<file path="src/rtl/wake_pkg.sv">
package wake_pkg;
  localparam int NSRC = 4;
  localparam int SRC_MAGIC  = 0;
  localparam int SRC_SAMPLE = 1;
  localparam int SRC_LINK   = 2;
  localparam int SRC_PIN    = 3;

  // status bits that survive a software reset
  localparam logic [NSRC-1:0] SOFT_KEEP = 4'b0011;

  typedef struct packed {
    logic [NSRC-1:0] setStat;
    logic [NSRC-1:0] clrStat;
    logic [NSRC-1:0] dropStat;
    logic            enLoad;
    logic            enDrop;
    logic [NSRC-1:0] enVal;
  } wake_strb_t;

  typedef enum logic [1:0] {PH_LOW, PH_ARMED, PH_HIGH} pin_phase_e;
endpackage

</file>
<file path="src/rtl/wake_pin_det.sv">
module wake_pin_det
  import wake_pkg::*;
#(
  parameter int CLK_PER_MS = 25000,
  parameter int WINDOW_MS  = 100
) (
  input  logic clk,
  input  logic rstPorN,
  input  logic swRst,
  input  logic pinIn,
  output logic pinEvt
);
  localparam int PRE_W = (CLK_PER_MS > 1) ? $clog2(CLK_PER_MS) : 1;
  localparam int MS_W  = (WINDOW_MS > 1) ? $clog2(WINDOW_MS) : 1;
  localparam logic [PRE_W-1:0] PRE_LAST = PRE_W'(CLK_PER_MS - 1);
  localparam logic [MS_W-1:0]  MS_LAST  = MS_W'(WINDOW_MS - 1);

  logic [1:0]      syncQ;
  logic            pinLvl;
  logic [PRE_W-1:0] preCnt;
  logic [MS_W-1:0]  msCnt;
  pin_phase_e      phase;
  logic            msTick;
  logic            lastMs;

  always_ff @(posedge clk or negedge rstPorN) begin
    if (!rstPorN) syncQ <= 2'b11;
    else          syncQ <= {syncQ[0], pinIn};
  end

  assign pinLvl = syncQ[1];
  assign msTick = (preCnt == PRE_LAST);
  assign lastMs = (msCnt == MS_LAST);

  always_ff @(posedge clk or negedge rstPorN) begin
    if (!rstPorN) begin
      phase  <= PH_LOW;
      preCnt <= '0;
      msCnt  <= '0;
      pinEvt <= 1'b0;
    end else if (swRst) begin
      phase  <= PH_LOW;
      preCnt <= '0;
      msCnt  <= '0;
      pinEvt <= 1'b0;
    end else begin
      pinEvt <= 1'b0;
      unique case (phase)
        PH_LOW: begin
          if (pinLvl) begin
            preCnt <= '0;
            msCnt  <= '0;
          end else if (msTick) begin
            preCnt <= '0;
            if (lastMs) begin
              msCnt <= '0;
              phase <= PH_ARMED;
            end else begin
              msCnt <= msCnt + 1'b1;
            end
          end else begin
            preCnt <= preCnt + 1'b1;
          end
        end
        PH_ARMED: begin
          if (pinLvl) phase <= PH_HIGH;
        end
        PH_HIGH: begin
          if (!pinLvl) begin
            preCnt <= '0;
            msCnt  <= '0;
            phase  <= PH_LOW;
          end else if (msTick) begin
            preCnt <= '0;
            if (lastMs) begin
              msCnt  <= '0;
              pinEvt <= 1'b1;
              phase  <= PH_LOW;
            end else begin
              msCnt <= msCnt + 1'b1;
            end
          end else begin
            preCnt <= preCnt + 1'b1;
          end
        end
        default: phase <= PH_LOW;
      endcase
    end
  end
endmodule

</file>
<file path="src/rtl/wake_ctrl.sv">
module wake_ctrl
  import wake_pkg::*;
(
  input  logic             swRst,
  input  logic             pinEvt,
  input  logic             linkEvt,
  input  logic             sampleEvt,
  input  logic             magicEvt,
  input  logic             regWr,
  input  logic [7:0]       regWdata,
  input  logic             clrStb,
  input  logic [NSRC-1:0]  clrMask,
  output wake_strb_t       strb
);
  logic [NSRC-1:0] evtVec;
  logic            unusedStatWr;

  always_comb begin
    evtVec             = '0;
    evtVec[SRC_PIN]    = pinEvt;
    evtVec[SRC_LINK]   = linkEvt;
    evtVec[SRC_SAMPLE] = sampleEvt;
    evtVec[SRC_MAGIC]  = magicEvt;
  end

  // status positions of the write byte are ignored
  assign unusedStatWr = ^{regWdata[6], regWdata[4], regWdata[2], regWdata[0]};

  always_comb begin
    strb.setStat  = evtVec;
    strb.clrStat  = clrStb ? clrMask : '0;
    strb.dropStat = swRst ? ~SOFT_KEEP : '0;
    strb.enLoad   = regWr;
    strb.enDrop   = swRst;
    for (int i = 0; i < NSRC; i++) strb.enVal[i] = regWdata[2*i+1];
  end
endmodule

</file>
<file path="src/rtl/wake_datapath.sv">
module wake_datapath
  import wake_pkg::*;
(
  input  logic       clk,
  input  logic       rstPorN,
  input  wake_strb_t strb,
  output logic [7:0] regRdata,
  output logic       wakeReq
);
  logic [NSRC-1:0] enReg;
  logic [NSRC-1:0] stReg;

  for (genvar i = 0; i < NSRC; i++) begin : g_src
    always_ff @(posedge clk or negedge rstPorN) begin
      if (!rstPorN)           enReg[i] <= 1'b0;
      else if (strb.enDrop)   enReg[i] <= 1'b0;
      else if (strb.enLoad)   enReg[i] <= strb.enVal[i];
    end

    always_ff @(posedge clk or negedge rstPorN) begin
      if (!rstPorN)               stReg[i] <= 1'b0;
      else if (strb.dropStat[i])  stReg[i] <= 1'b0;
      else if (strb.setStat[i])   stReg[i] <= 1'b1;
      else if (strb.clrStat[i])   stReg[i] <= 1'b0;
    end

    assign regRdata[2*i+1] = enReg[i];
    assign regRdata[2*i]   = stReg[i];
  end

  assign wakeReq = |(enReg & stReg);
endmodule

</file>
<file path="src/rtl/wake_evt_ctrl.sv">
module wake_evt_ctrl
  import wake_pkg::*;
#(
  parameter int CLK_PER_MS = 25000,
  parameter int WINDOW_MS  = 100
) (
  input  logic       clk,
  input  logic       rstPorN,
  input  logic       swRst,
  input  logic       pinIn,
  input  logic       linkEvt,
  input  logic       sampleEvt,
  input  logic       magicEvt,
  input  logic       regWr,
  input  logic [7:0] regWdata,
  input  logic       clrStb,
  input  logic [3:0] clrMask,
  output logic [7:0] regRdata,
  output logic       wakeReq
);
  logic       pinEvt;
  wake_strb_t strb;

  wake_pin_det #(.CLK_PER_MS(CLK_PER_MS), .WINDOW_MS(WINDOW_MS)) pin_det_i (
    .clk(clk), .rstPorN(rstPorN), .swRst(swRst), .pinIn(pinIn), .pinEvt(pinEvt)
  );

  wake_ctrl ctrl_i (
    .swRst(swRst), .pinEvt(pinEvt), .linkEvt(linkEvt), .sampleEvt(sampleEvt),
    .magicEvt(magicEvt), .regWr(regWr), .regWdata(regWdata), .clrStb(clrStb),
    .clrMask(clrMask), .strb(strb)
  );

  wake_datapath dp_i (
    .clk(clk), .rstPorN(rstPorN), .strb(strb), .regRdata(regRdata), .wakeReq(wakeReq)
  );
endmodule

</file>
<file path="config.mk">
export PLATFORM = sky130hd
export DESIGN_NAME = wake_evt_ctrl
export DESIGN_NICKNAME = d
export VERILOG_FILES = /design/src/rtl/wake_pkg.sv /design/src/rtl/wake_pin_det.sv /design/src/rtl/wake_ctrl.sv /design/src/rtl/wake_datapath.sv /design/src/rtl/wake_evt_ctrl.sv
export SDC_FILE = /design/constraint.sdc
export NUM_CORES = 1
export LEC_CHECK = 0
export ABC_CLOCK_PERIOD_IN_PS = 3400
export BUFFER_PORTS_ARGS = -buffer_cell sky130_fd_sc_hd__buf_2
export CORE_AREA = 2 2 81 83
export DETAILED_ROUTE_END_ITERATION = 7
export DIE_AREA = 0 0 83 85
export SYNTH_ARGS = -nofsm -noshare
export SYNTH_HDL_FRONTEND = slang
export SYNTH_SLANG_ARGS = --single-unit
</file>
<file path="constraint.sdc">
create_clock -name clk -period 3.4 [get_ports clk]
set_input_delay 0.68 -clock clk [delete_from_list [all_inputs] [get_ports clk]]
set_output_delay 0.68 -clock clk [all_outputs]
set_load 0.01 [all_outputs]
</file>
======== Yosys cells after proc, flatten, opt, wreduce, memory -nomap -nowiden ========
Cells that the tools add are included.
word-level totals
  bits in registers ....................... 35
  output and inout bits ................... 9
  logic and storage cells ................. 82
operators by class
  $add $sub $neg .......................... 2
  eq/ne operators ......................... 10
  muxes and demuxes ....................... 47
  bitwise logic cells ..................... 1
  reductions and logical operators ........ 9
operators by type and width
  cell                     count
  $mux W15                 4
  $mux W7                  5
  $pmux W15 S2             1
  $mux W1                  25
  $mux W2                  8
  $add A15 B1 Y15 const B  1
  $eq A15 B15 Y1 const B   1
  $reduce_bool A3 Y1       5
  $pmux W7 S2              1
  $ne A3 B2 Y1 const B     3
  $mux W4                  2
  $ne A4 B4 Y1 const B     2
  $add A7 B1 Y7 const B    1
  $eq A7 B7 Y1 const B     1
  $pmux W2 S3              1
  $reduce_and A6 Y1        1
  $and A4 B4 Y4            1
  $reduce_or A4 Y1         1
  $ne A3 B3 Y1 const B     1
  $eq A2 B1 Y1 const B     1
  $eq A2 B2 Y1 const B     1
  $logic_not A2 Y1         1
  $reduce_bool A2 Y1       1

======== Logic depth before layout (Yosys ltp) ========
Gate-level depths: netlist (run 1).
  word-level depth ........................ 6
  depth in mapped cells ................... 6
  gate-level depth less buffers ........... 5

======== Modules after synthesis ========
From an unflattened synthesis (run 1), not the netlist that was laid out.
unflattened totals
  cells, all modules ...................... 204
  area total of the unflattened synthesis .. 1961.9 µm²
by module, submodules not included
  module         instances  cells each  area an instance (µm²)
  wake_pin_det   1          153         1482.7
  wake_datapath  1          32          345.3
  wake_ctrl      1          19          133.9

======== Worst setup path after synthesis (run 1) ========
No wires, ideal clock.
  path type ............................... in2reg
  from .................................... in swRst
  to ...................................... reg pin_det_i.preCnt[11]
  library setup time ...................... 0.077 ns
  arrival time ............................ 1.631 ns
  required time ........................... 3.323 ns
  slack ................................... 1.691 ns
  cell stages on the path ................. 5
  cell sequence ........................... nand2b_1 buf_4 nand3_4 or4_1 a21oi_1
between the ends
  longest elaborated chain between the ends .. 1
  elaborated cells between the ends (all ways) .. 2
  those cells by class .................... mux: 1; reduce/logical: 1
ends and longest elaborated chain
  item                                                             RTL line            RTL
  start: declaration                                               wake_evt_ctrl.sv:9  input logic swRst,
  $reduce_bool A3 Y1 (no source line) or $mux W15 (tied branches)  --
  end signal: assignment                                           wake_pin_det.sv:62  preCnt <= preCnt + 1'b1;
  end signal: assignment                                           wake_pin_det.sv:83  preCnt <= preCnt + 1'b1;
  end: declaration                                                 wake_pin_det.sv:20  logic [PRE_W-1:0] preCnt;
Parallel ways exist; a longest one is shown, timed or not.
A chain may end at the register's enable or synchronous reset.

======== Worst setup path in the final report (run 1) ========
  from .................................... reg pin_det_i.preCnt[0]
  to ...................................... reg pin_det_i.preCnt[11]
between the ends
  longest elaborated chain between the ends .. 5
  elaborated cells between the ends (all ways) .. 7
  those cells by class .................... add/sub: 1; eq/ne: 1; mux: 5
ends and longest elaborated chain
  item                                               RTL line                                                    RTL
  $add A15 B1 Y15 or $eq A15 B15 Y1 (tied branches)  wake_pin_det.sv:62, wake_pin_det.sv:83, wake_pin_det.sv:32
  $mux W15 *                                         wake_pin_det.sv:53, wake_pin_det.sv:73
  $mux W15, on equally long branches                 wake_pin_det.sv:69, wake_pin_det.sv:50
  $pmux W15 S2 *                                     wake_pin_det.sv:48                                          unique case (phase)
  $mux W15 *                                         wake_pin_det.sv:41                                          end else if (swRst) begin
Mark *: on every way between the ends. The rest lies on a longest branch, timed or not.

==> flow_summary_export.csv, run 1 <==
group,metric,value,unit
routing,wl_per_cell,12.53,µm
synth,yosys.area_share.adder,1.403,%
synth,synth_top_family_by_area,"simple AND/OR/NAND/NOR gates",
routing,drtAntennaViolNets,0,
timing,setup_violations,0,
layout,multiInputGateArea,859.6,µm²
worst_setup_path,rr_startpoint,"pin_det_i.preCnt[0]",
worst_setup_path,crit_path_start_kind,"flop",
placed_design,dpl-instance-area,0.001997,mm²
clocking,post_cts.resized_instances,0,
die,num_rows,29,
die,core-area,0.006205,mm²
synth,synthMuxAreaShare,2.805,%
placed_design,dp.final_hpwl,2.564,mm
min_path,hold-path-cell-count,0,
run,maxCapViolCount,0,
timing,rsz0062_at_grt,"no",
global_routing,use_met3,3.794,%
layout,seqCellArea,878.3,µm²
synth,syn_avg_cell_area,9.858,µm²
synth,synthSimpleGateAreaFrac,25.67,%
global_routing,antenna_found_initial,0,
worst_setup_path,required,3.57,ns
timing,finalMaxSlewViolations,0,
placed_design,dp_slack,1.021,ns
global_routing,grt_start_max_net_pins,36,
min_path,min_to,"pin_det_i.syncQ[1]",
clocking,clockRootBuffer,"clkbuf_8",
min_path,min-delay-start,"pin_det_i.syncQ[0]",
worst_setup_path,r2r-end,"pin_det_i.preCnt[11]",
status,status,"complete, no violations",
global_routing,use_met2,18.48,%
clocking,postCtsHoldBufs,0,
placed_design,io_buffer_count,25,
synth,yosysTopAreaCell,"dfrtp_1",
layout,syn2layout_area_growth,18.51,%
synth,synthArstFlopShare,100.0,%
synth,synth_xor_area_share,2.454,%
clocking,clk_latency,0.29,ns
placed_design,gp_congestion,0.7667,
die,die-area,0.007055,mm²
layout,fin_area,0.002115,mm²
die,die_y,85,µm
global_routing,grtUsageMet1,14.42,%
worst_setup_path,critical_path_class,"flop to flop",
clocking,post-cts-setup-buffers,0,
layout,drive_gt1_share,21.23,%
die,io_pins,30,
timing,fin_worst_skew,0.009285,ns
clocking,cts_made_buffers,5,
timing,fin_setup_tns,0,ns
synth,yosysSeqAreaShare,49.23,%
clocking,htree_levels,2,
layout,num-nets-final,234,
min_path,hold_path_class,"flop to flop",
routing,vias,1490,
synth,synth.top_cell.area_share,46.28,%
global_routing,grt_pass1_wl,6.637,mm
worst_setup_path,crit_arrival,2.20,ns
worst_setup_path,critPathMaxStageDelay,0.44,ns
worst_setup_path,r2r_setup_slack,1.36,ns
synth,yosysUniqueCellTypes,45,
clocking,cts.sinks,35,
routing,vias_per_cell,5.156,
synth,yosysMostFrequentCell,"dfrtp_1",
timing,worst_slack,1.363,ns
timing,min_period,2.037,ns
pwr,irDropWorstVdd,0.2176,mV
worst_setup_path,cp_cell_sequence,"ha_1, and2_1, nand4_1, buf_4, a21oi_1, buf_4, a21oi_1",
worst_setup_path,worstPathMaxFanout,11,
synth,syn_nets,204,
synth,synth_edf_count,0,
global_routing,overflow,0,
timing,finalCritPeriodShare,59.90,%
timing,timing_hold_violations_final,0,
global_routing,grt_pass1_vias,1427,
timing,slew_headroom,49.38,%
global_routing,gr-max-usage-layer,"met2",
routing,drcViolationCount,0,
layout,n_fill_cell,638,
synth,ys.flop_type,"dfrtp_1",
clocking,cts_tree,"done",
synth,ys_warn_count,0,
routing,first_pass_iters,4,
clocking,clk_path_buf_depth,2,
routing,routed_wl,3.621,mm
synth,ys_top_cells_by_count,"33 x dfrtp_1, 14 x nand2_1, 14 x nand3_1, 14 x nor2_1, 13 x a21oi_1",
clocking,clk_pin_slew_worst_paths,0.07,ns
pwr,powerDensity,412.5,mW/mm²
synth,synthCells,181,
die,chipWidth,83,µm
worst_setup_path,cp_slowest_cell,"a21oi_1",
layout,antennaDiodeCount,0,
die,start_util,28.76,%
routing,drt_iter0_markers,73,
synth,synth_area_leaders,"dfrtp_1 46%, nand3_1 3.9%, a21oi_1 3.6%, o21ai_0 3.1%, dfstp_2 2.9%",
global_routing,grt_usage,11.38,%
worst_setup_path,cp-end-kind,"flop",
pwr,p_leak,0.0008793,µW
synth,synth-compound-area-share,15.85,%
synth,ys_ff_latch,35,
timing,max_freq,0.4910,GHz
synth,syn-cell-area,0.001784,mm²
timing,tightest_slew,0.7593,ns
worst_setup_path,r2r.worst_path.cells,7,
## power by group
group	switching, µW	internal, µW	leakage, µW
clock	153	237	0.0000612
sequential	5.80	425	0.000469
combinational	30.5	21.5	0.000349
total	189	683	0.000879
## placed cells by master (no fill, tap or decap), types with 2 or more instances in the layout
master / count
o21bai_1: 2
or3_1: 4
a22oi_1: 2
buf_2: 25
xor2_1: 5
or4_1: 3
dfrtp_1: 33
nand4_1: 8
dfstp_2: 2
nand2b_1: 2
o311ai_0: 2
o31ai_1: 3
ha_1: 2
a32oi_1: 2
clkbuf_8: 6
o311a_1: 2
nor2_1: 14
and3_1: 2
o21ai_0: 11
a21o_1: 2
inv_1: 4
mux2i_1: 5
nand3_1: 14
or2_2: 2
buf_4: 3
a21oi_1: 13
nor3_1: 4
and2_1: 4
nand2_1: 14
## registers in the layout, indices dropped and copies added, names as in the netlist
| name | flops |
|---|---|
| pin_det_i.preCnt | 15 |
| pin_det_i.pinEvt | 1 |
| pin_det_i.syncQ | 2 |
| pin_det_i.msCnt | 7 |
| pin_det_i.phase | 2 |
| dp_i.regRdata | 8 |
## layer usage
metal | vias up | routed length, µm
met5 | - | 0
met4 | 0 | 36
met3 | 5 | 184
met2 | 35 | 1624
met1 | 716 | 1775
li1 | 734 | -
## stage by stage
stage	total power (µW)	util, %	hold WS (ns)	cells
3_5_place_dp	492.1	32.18	0.3468	281
6_report	872.3	34.08	0.3570	289
3_3_place_gp	491.7	32.18	0.3465	281
4_1_cts	882.9	34.08	0.3574	289
5_1_grt	906.8	34.08	0.3624	289
2_1_floorplan	461.3	-	0.3452	181
## worst max path at each step
stage               slack (ns)                    to           startpoint  cells after the start
floorplan                 1.69  pin_det_i.preCnt[11]                swRst                      5
detailed placement        1.02  pin_det_i.preCnt[10]                swRst                      6
CTS                       1.28  pin_det_i.preCnt[10]  pin_det_i.preCnt[0]                      7
global route              1.18  pin_det_i.preCnt[14]  pin_det_i.preCnt[0]                      7
global placement          1.07  pin_det_i.preCnt[11]                swRst                      6
finish                    1.36  pin_det_i.preCnt[11]  pin_det_i.preCnt[0]                      7
## worst max-delay path: cells and delay by family, from the launching register on
kind | cells | cell delay, ns
simple gates | 2 | 0.33
compound gates | 2 | 0.49
flops | 1 | 0.40
buf+inv | 2 | 0.45
fa+ha+maj | 1 | 0.25
## cells by family (layout without fill, tap and decap cells)
logic type / Yosys count / count (layout)
fa+ha+maj: 2 / 2
compound gates: 44 / 44
flops: 35 / 35
simple gates: 81 / 81
xor+xnor: 5 / 5
mux: 5 / 5
buf+inv: 9 / 40
## cell type report
cell class | instances | area share (%)
Clock buffer | 6 | 3.905
Clock inverter | 2 | 1.657
Inverter | 4 | 0.7101
Multi-Input combinational cell | 137 | 40.65
Sequential cell | 35 | 41.54
Tap cell | 77 | 4.556
Timing Repair Buffer | 28 | 6.982
(Power assumes the default switching activity.)
==> inputs of run 2 (changes only) <==
ABC_AREA = 1   (was unset)
ABC_CLOCK_PERIOD_IN_PS = 2100   (was 3400)
CORE_AREA = 2 2 86 88   (was 2 2 81 83)
DIE_AREA = 0 0 88 90   (was 0 0 83 85)
clock period = 2.1 ns   (was 3.4 ns; I/O delays follow)
==> run 2 against run 1 <==
Sequential share of layout area down 4.3 points. Wire length rose by 17%. Synthesized area is 13% higher. First-iteration DRC count up 9.6%. Sequential power up 76%. Core utilization decreased by 0.50 points. Synthesized cell count is 51% higher. Non-clock buffer count is 2 lower. Count of clock-buffer cells in the layout increased by 1.
==> flow_summary_export.csv, run 2 <==
group,metric,value,unit
global_routing,grt_pass1_vias,1795,
routing,drtAntennaViolNets,0,
worst_setup_path,critical_path_class,"flop to flop",
synth,synth_edf_count,0,
timing,timing_hold_violations_final,0,
synth,yosysUniqueCellTypes,34,
clocking,postCtsHoldBufs,0,
die,num_rows,31,
synth,yosysSeqAreaShare,43.52,%
clocking,clk_latency,0.29,ns
worst_setup_path,cp-end-kind,"flop",
pwr,p_int,1172,µW
synth,synth.top_cell.area_share,40.92,%
timing,tightest_slew,0.7731,ns
layout,largest_register,"pin_det_i.preCnt",
global_routing,antenna_found_initial,0,
layout,largest_reg_flops,15,
worst_setup_path,crit_arrival,1.80,ns
global_routing,overflow,0,
min_path,hold_path_class,"input port to async pin",
pwr,p_clk_share,35.4,%
synth,yosysTopAreaCell,"dfrtp_1",
pwr,powerDensity,707.1,mW/mm²
synth,ys.flop_type,"dfrtp_1",
layout,layout_commonest_cell,"nand2_1",
pwr,p_leak,0.001128,µW
die,io_pins,30,
timing,setup_violations,0,
status,status,"complete, no violations",
clocking,post_cts.resized_instances,0,
die,chipWidth,88,µm
synth,synthArstFlopShare,100.0,%
placed_design,io_buffer_count,25,
timing,fin_worst_skew,0.005974,ns
clocking,cts_made_buffers,5,
routing,drt_iter0_markers,80,
timing,worst_slack,0.4892,ns
routing,vias,1813,
routing,routed_wl,4.249,mm
clocking,post-cts-setup-buffers,0,
synth,ys_top_cells_by_count,"74 x nand2_1, 33 x dfrtp_1, 32 x inv_1, 30 x nor2_1, 24 x nand3_1",
die,die-area,0.007920,mm²
timing,finalCritPeriodShare,76.71,%
layout,antennaDiodeCount,0,
synth,syn-cell-area,0.002018,mm²
synth,synthCells,273,
worst_setup_path,crit_path_start_kind,"flop",
timing,slew_headroom,48.46,%
die,die_y,90,µm
routing,vias_per_cell,4.499,
pwr,p_sw,495.1,µW
synth,syn_avg_cell_area,7.393,µm²
worst_setup_path,required,2.28,ns
layout,drive_gt1_share,18.42,%
routing,drcViolationCount,0,
die,start_util,28.75,%
layout,n_fill_cell,744,
global_routing,grt_usage,12.34,%
clocking,cts.sinks,35,
timing,rsz0062_at_grt,"no",
layout,final_cell_mix,"74 x nand2_1, 33 x dfrtp_1, 32 x inv_1, 30 x nor2_1, 25 x buf_2",
synth,syn_nets,296,
layout,num-nets-final,326,
synth,ys_ff_latch,35,
pwr,seq_power_share,45.4,%
global_routing,grt_start_max_net_pins,36,
clocking,clockRootBuffer,"clkbuf_8",
timing,max_freq,0.6208,GHz
synth,yosysMostFrequentCell,"nand2_1",
timing,min_period,1.611,ns
clocking,htree_levels,2,
layout,syn2layout_area_growth,16.80,%
routing,first_pass_iters,4,
pwr,irDropWorstVdd,0.2307,mV
routing,wl_per_cell,10.54,µm
timing,fin_hold_ws,0.2053,ns
global_routing,grt_pass1_wl,7.886,mm
placed_design,dp.final_hpwl,3.250,mm
clocking,clk_pin_slew_worst_paths,0.07,ns
placed_design,dp_slack,0.4891,ns
synth,ys_warn_count,0,
placed_design,gp_congestion,0.8280,
clocking,clk_path_buf_depth,2,
timing,fin_setup_tns,0,ns
pwr,p_sw_share,29.70,%
run,maxCapViolCount,0,
worst_setup_path,worstPathMaxFanout,8,
timing,finalMaxSlewViolations,0,
die,core-area,0.007020,mm²
clocking,cts_tree,"done",
pwr,comb_power_share,19.2,%
synth,synth_area_leaders,"dfrtp_1 41%, nand2_1 14%, nand3_1 6.0%, inv_1 6.0%, nor2_1 5.6%",
-- run 2: changes by cell type after synthesis, moves of 3 or more --
cell and delta:
nand3_1 +10, nor2_1 +16, inv_1 +28, or3_1 -4, or4_1 -3, nand2_1 +60, o21ai_1 +4, a21oi_1 -3
and2_1 -4, nand2_2 +5, nand2_4 +3, mux2i_1 -4, inv_2 +5
-- run 2: metrics by stage --
step                cell area (µm²)  cells  utilization (%)  total power, µW
finish                         2357    403            33.58             1667
global placement               2251    395            32.06             1088
global route                   2357    403            33.58             1771
detailed placement             2251    395            32.06             1094
floorplan                      2018    273                -            992.9
CTS                            2357    403            33.58             1691
-- run 2: cell families after synthesis --
| family | synth area share, % |
|---|---|
| simple gates | 35.34 |
| buf+inv | 8.742 |
| flops | 43.52 |
| compound gates | 8.928 |
| xor+xnor | 1.736 |
| fa+ha+maj | 1.240 |
| mux | 0.4960 |
-- run 2: worst max-delay path, cell delays in order (launching register included) --
cell      delay (ns)
dfrtp_1         0.39
ha_1            0.20
nand2_1         0.11
inv_2           0.09
nand2_2         0.07
nor2_4          0.15
nand2_4         0.11
nand2_4         0.08
nand2_4         0.09
clkinv_2        0.11
nand2_2         0.05
nand2_1         0.05
inv_1           0.03
-- run 2: worst paths after layout --
path,start,endpoint,slack (ns),cells past startpoint
max,pin_det_i.preCnt[0],pin_det_i.msCnt[1],0.49,12
min,rstPorN,pin_det_i.preCnt[9],0.21,1
max reg2reg,pin_det_i.preCnt[0],pin_det_i.msCnt[1],0.49,12
min reg2reg,pin_det_i.syncQ[0],pin_det_i.syncQ[1],0.36,0
max in group asynchronous,rstPorN,pin_det_i.preCnt[13],1.40,1
min in group clk,pinIn,pin_det_i.syncQ[0],0.23,1
-- run 2: layout make-up --
| class | count | area (µm²) | share of cell area [%] |
|---|---|---|---|
| clock buffers | 7 | 76.32 | 3.238 |
| well taps | 99 | 123.9 | 5.255 |
| inverters | 40 | 152.6 | 6.476 |
| flip-flops and latches | 35 | 878.3 | 37.26 |
| clock inverters | 1 | 30.03 | 1.274 |
| multi-input cells | 195 | 963.4 | 40.87 |
| repair buffers | 26 | 132.6 | 5.626 |
-- run 2: metal layers --
layer / vias up / track usage [%] / routed length [µm]
met3: 6 / 2.112 / 133
met1: 836 / 16.18 / 2016
met2: 38 / 19.95 / 2026
met5: - / 0 / 0
met4: 0 / 4.872 / 72
li1: 933 / - / -
-- run 2: power groups by stage --
stage	clock network, µW	registers (µW)	logic (µW)
after floorplan	0	766	227
after global placement	0	768	321
after detailed placement	0	770	324
after CTS	607	757	327
after global routing	637	766	368
final	589	757	321
==> inputs of run 3 (changes only) <==
ABC_AREA = 0   (was 1)
ABC_CLOCK_PERIOD_IN_PS = 1400   (was 2100)
CORE_AREA = 2 2 81 83   (was 2 2 86 88)
DIE_AREA = 0 0 83 85   (was 0 0 88 90)
clock period = 1.4 ns   (was 2.1 ns; I/O delays follow)
==> run 3 against run 2 <==
The run now ends with negative setup slack left. Sequential cell count is the same. Sequential share of layout area shrank 4.4 points. Final area grew 13%. Via count shrank 7.7%. Final cell count shrank 15%. Worst hold slack lost 0.12 ns. Worst setup slack lost 0.68 ns. Sequential power grew 37%. Count of clock-buffer cells in the layout grew 1. Wire length grew 5.0%. Non-clock buffer count grew 55. Core utilization grew 9.5 points. Critical path type unchanged. Largest power group unchanged. Highest routed layer unchanged.
==> flow_summary_export.csv, run 3 (synthesis results as in run 1) <==
group,metric,value,unit
global_routing,antenna_found_initial,0,
global_routing,grt_pass1_wl,7.583,mm
layout,layout_commonest_cell,"buf_4",
worst_setup_path,crit_arrival,1.77,ns
timing,fin_hold_ws,0.08201,ns
clocking,htree_levels,2,
min_path,hold_path_class,"input port to flop",
timing,tightest_slew,0.4580,ns
worst_setup_path,cp-end-kind,"flop",
clocking,clk_latency,0.30,ns
worst_setup_path,crit_path_start_kind,"flop",
timing,finalCritPeriodShare,113.5,%
timing,timing_hold_violations_final,0,
placed_design,io_buffer_count,25,
placed_design,dp.final_hpwl,3.184,mm
die,start_util,28.76,%
placed_design,dpl.cell_count,327,
layout,multiInputGateArea,996.0,µm²
global_routing,grt_pass1_vias,1635,
timing,fin_setup_tns,-2.637,ns
timing,setup_violations,23,
pwr,p_leak,0.001166,µW
routing,drcViolationCount,0,
min_path,hold-path-cell-count,1,
routing,drt_iter0_markers,49,
layout,final_cell_mix,"50 x buf_4, 33 x dfrtp_1, 25 x buf_2, 14 x nand2_1, 13 x nand3_1",
global_routing,grt_start_max_net_pins,21,
die,die_y,85,µm
timing,slew_headroom,69.36,%
clocking,clk_pin_slew_worst_paths,0.07,ns
routing,first_pass_iters,4,
layout,seqCellArea,878.3,µm²
routing,wl_per_cell,13.05,µm
die,num_rows,29,
timing,rsz0062_at_grt,"yes",
routing,routed_wl,4.462,mm
timing,worst_slack,-0.1892,ns
die,die-area,0.007055,mm²
worst_setup_path,r2r.worst_path.cells,5,
clocking,cts_made_buffers,5,
clocking,clockRootBuffer,"clkbuf_8",
layout,largest_register,"pin_det_i.preCnt",
worst_setup_path,critical_path_class,"flop to flop",
layout,antennaDiodeCount,0,
timing,fin_worst_skew,0.008543,ns
layout,n_fill_cell,604,
layout,drive_gt1_share,47.17,%
routing,drtAntennaViolNets,0,
status,violations,"negative setup slack",
clocking,clk_path_buf_depth,2,
status,status,"finished with violations",
clocking,cts.sinks,35,
layout,fin_cells,342,
die,core-area,0.006205,mm²
timing,finalMaxSlewViolations,0,
layout,syn2layout_area_growth,49.86,%
die,chipWidth,83,µm
placed_design,gp_congestion,0.7982,
global_routing,grt_usage,13.28,%
clocking,cts_tree,"done",
timing,max_freq,0.6293,GHz
run,maxCapViolCount,0,
layout,num-nets-final,287,
worst_setup_path,required,1.58,ns
die,io_pins,30,
pwr,irDropWorstVdd,0.3750,mV
pwr,powerDensity,762.6,mW/mm²
worst_setup_path,worstPathMaxFanout,4,
timing,min_period,1.589,ns
routing,vias_per_cell,4.895,
layout,largest_reg_flops,15,
global_routing,overflow,0,
routing,vias,1674,
pwr,power,2039,µW
==> run 3: cell count changes in the layout (fill, tap and decap cells not counted), sizes merged, moves of 3 or more <==
cell and change:
nand2 -68, buf +54, inv -33, nor2 -20
nand3 -9, and2 +4, mux2i +4, o21ai -4
or3 +4, a21oi +3, clkinv -3, or4 +3
==> run 3: path summary, 6_finish.rpt <==
path                                           from              endpoint  slack [ns]
worst min-delay path                          pinIn    pin_det_i.syncQ[0]        0.08
worst max-delay path            pin_det_i.preCnt[3]    pin_det_i.msCnt[3]       -0.19
worst min register to register   pin_det_i.syncQ[0]    pin_det_i.syncQ[1]        0.36
min in group asynchronous                   rstPorN  pin_det_i.preCnt[12]        0.44
worst max register to register  pin_det_i.preCnt[3]    pin_det_i.msCnt[3]       -0.19
max in group asynchronous                   rstPorN    pin_det_i.syncQ[1]        0.43
==> run 3: repair_timing <==
item,4_1_cts,5_1_grt
buffers inserted,4,1
endpoints found under the hold margin,15,0
cloned,1,0
hold buffers,1,0
gates resized for setup,29,15
pin swaps,12,4
setup endpoints to repair,25,26
==> run 3: critical path, cell delays in order (launching register included) <==
cell      delay, ns
dfrtp_1        0.39
nor4_2         0.30
nand4_1        0.17
buf_4          0.18
o311a_1        0.27
o21bai_1       0.15
==> run 3: metal layers <==
layer	GRT usage [%]	wire, µm
met1	17.59	2104
met2	21.26	2133
met3	3.113	157
met4	4.918	66
met5	0	0
==> run 3: stage by stage <==
step / cell area [µm²] / util [%] / setup slack, ns
2_1_floorplan: 1808 / - / -0.1234
3_3_place_gp: 2385 / 38.44 / -0.1974
3_5_place_dp: 2385 / 38.44 / -0.2060
4_1_cts: 2613 / 42.11 / -0.2050
5_1_grt: 2674 / 43.09 / -0.2669
6_report: 2674 / 43.09 / -0.1892
==> run 3: cell type report <==
class	instances	share of cell area, %
Inverter	4	0.5615
Sequential cell	35	32.85
Clock buffer	8	3.744
Multi-Input combinational cell	137	37.25
Tap cell	77	3.603
Timing Repair Buffer	81	21.99
==> run 3: report_power, final <==
group / total (µW) / leakage, µW / switching [µW] / internal [µW]
Sequential: 1040 / 0.000469 / 13.7 / 1030
Combinational: 175 / 0.000646 / 92.1 / 83.0
Clock: 819 / 0.0000515 / 370 / 449
Total: 2040 / 0.00117 / 476 / 1560
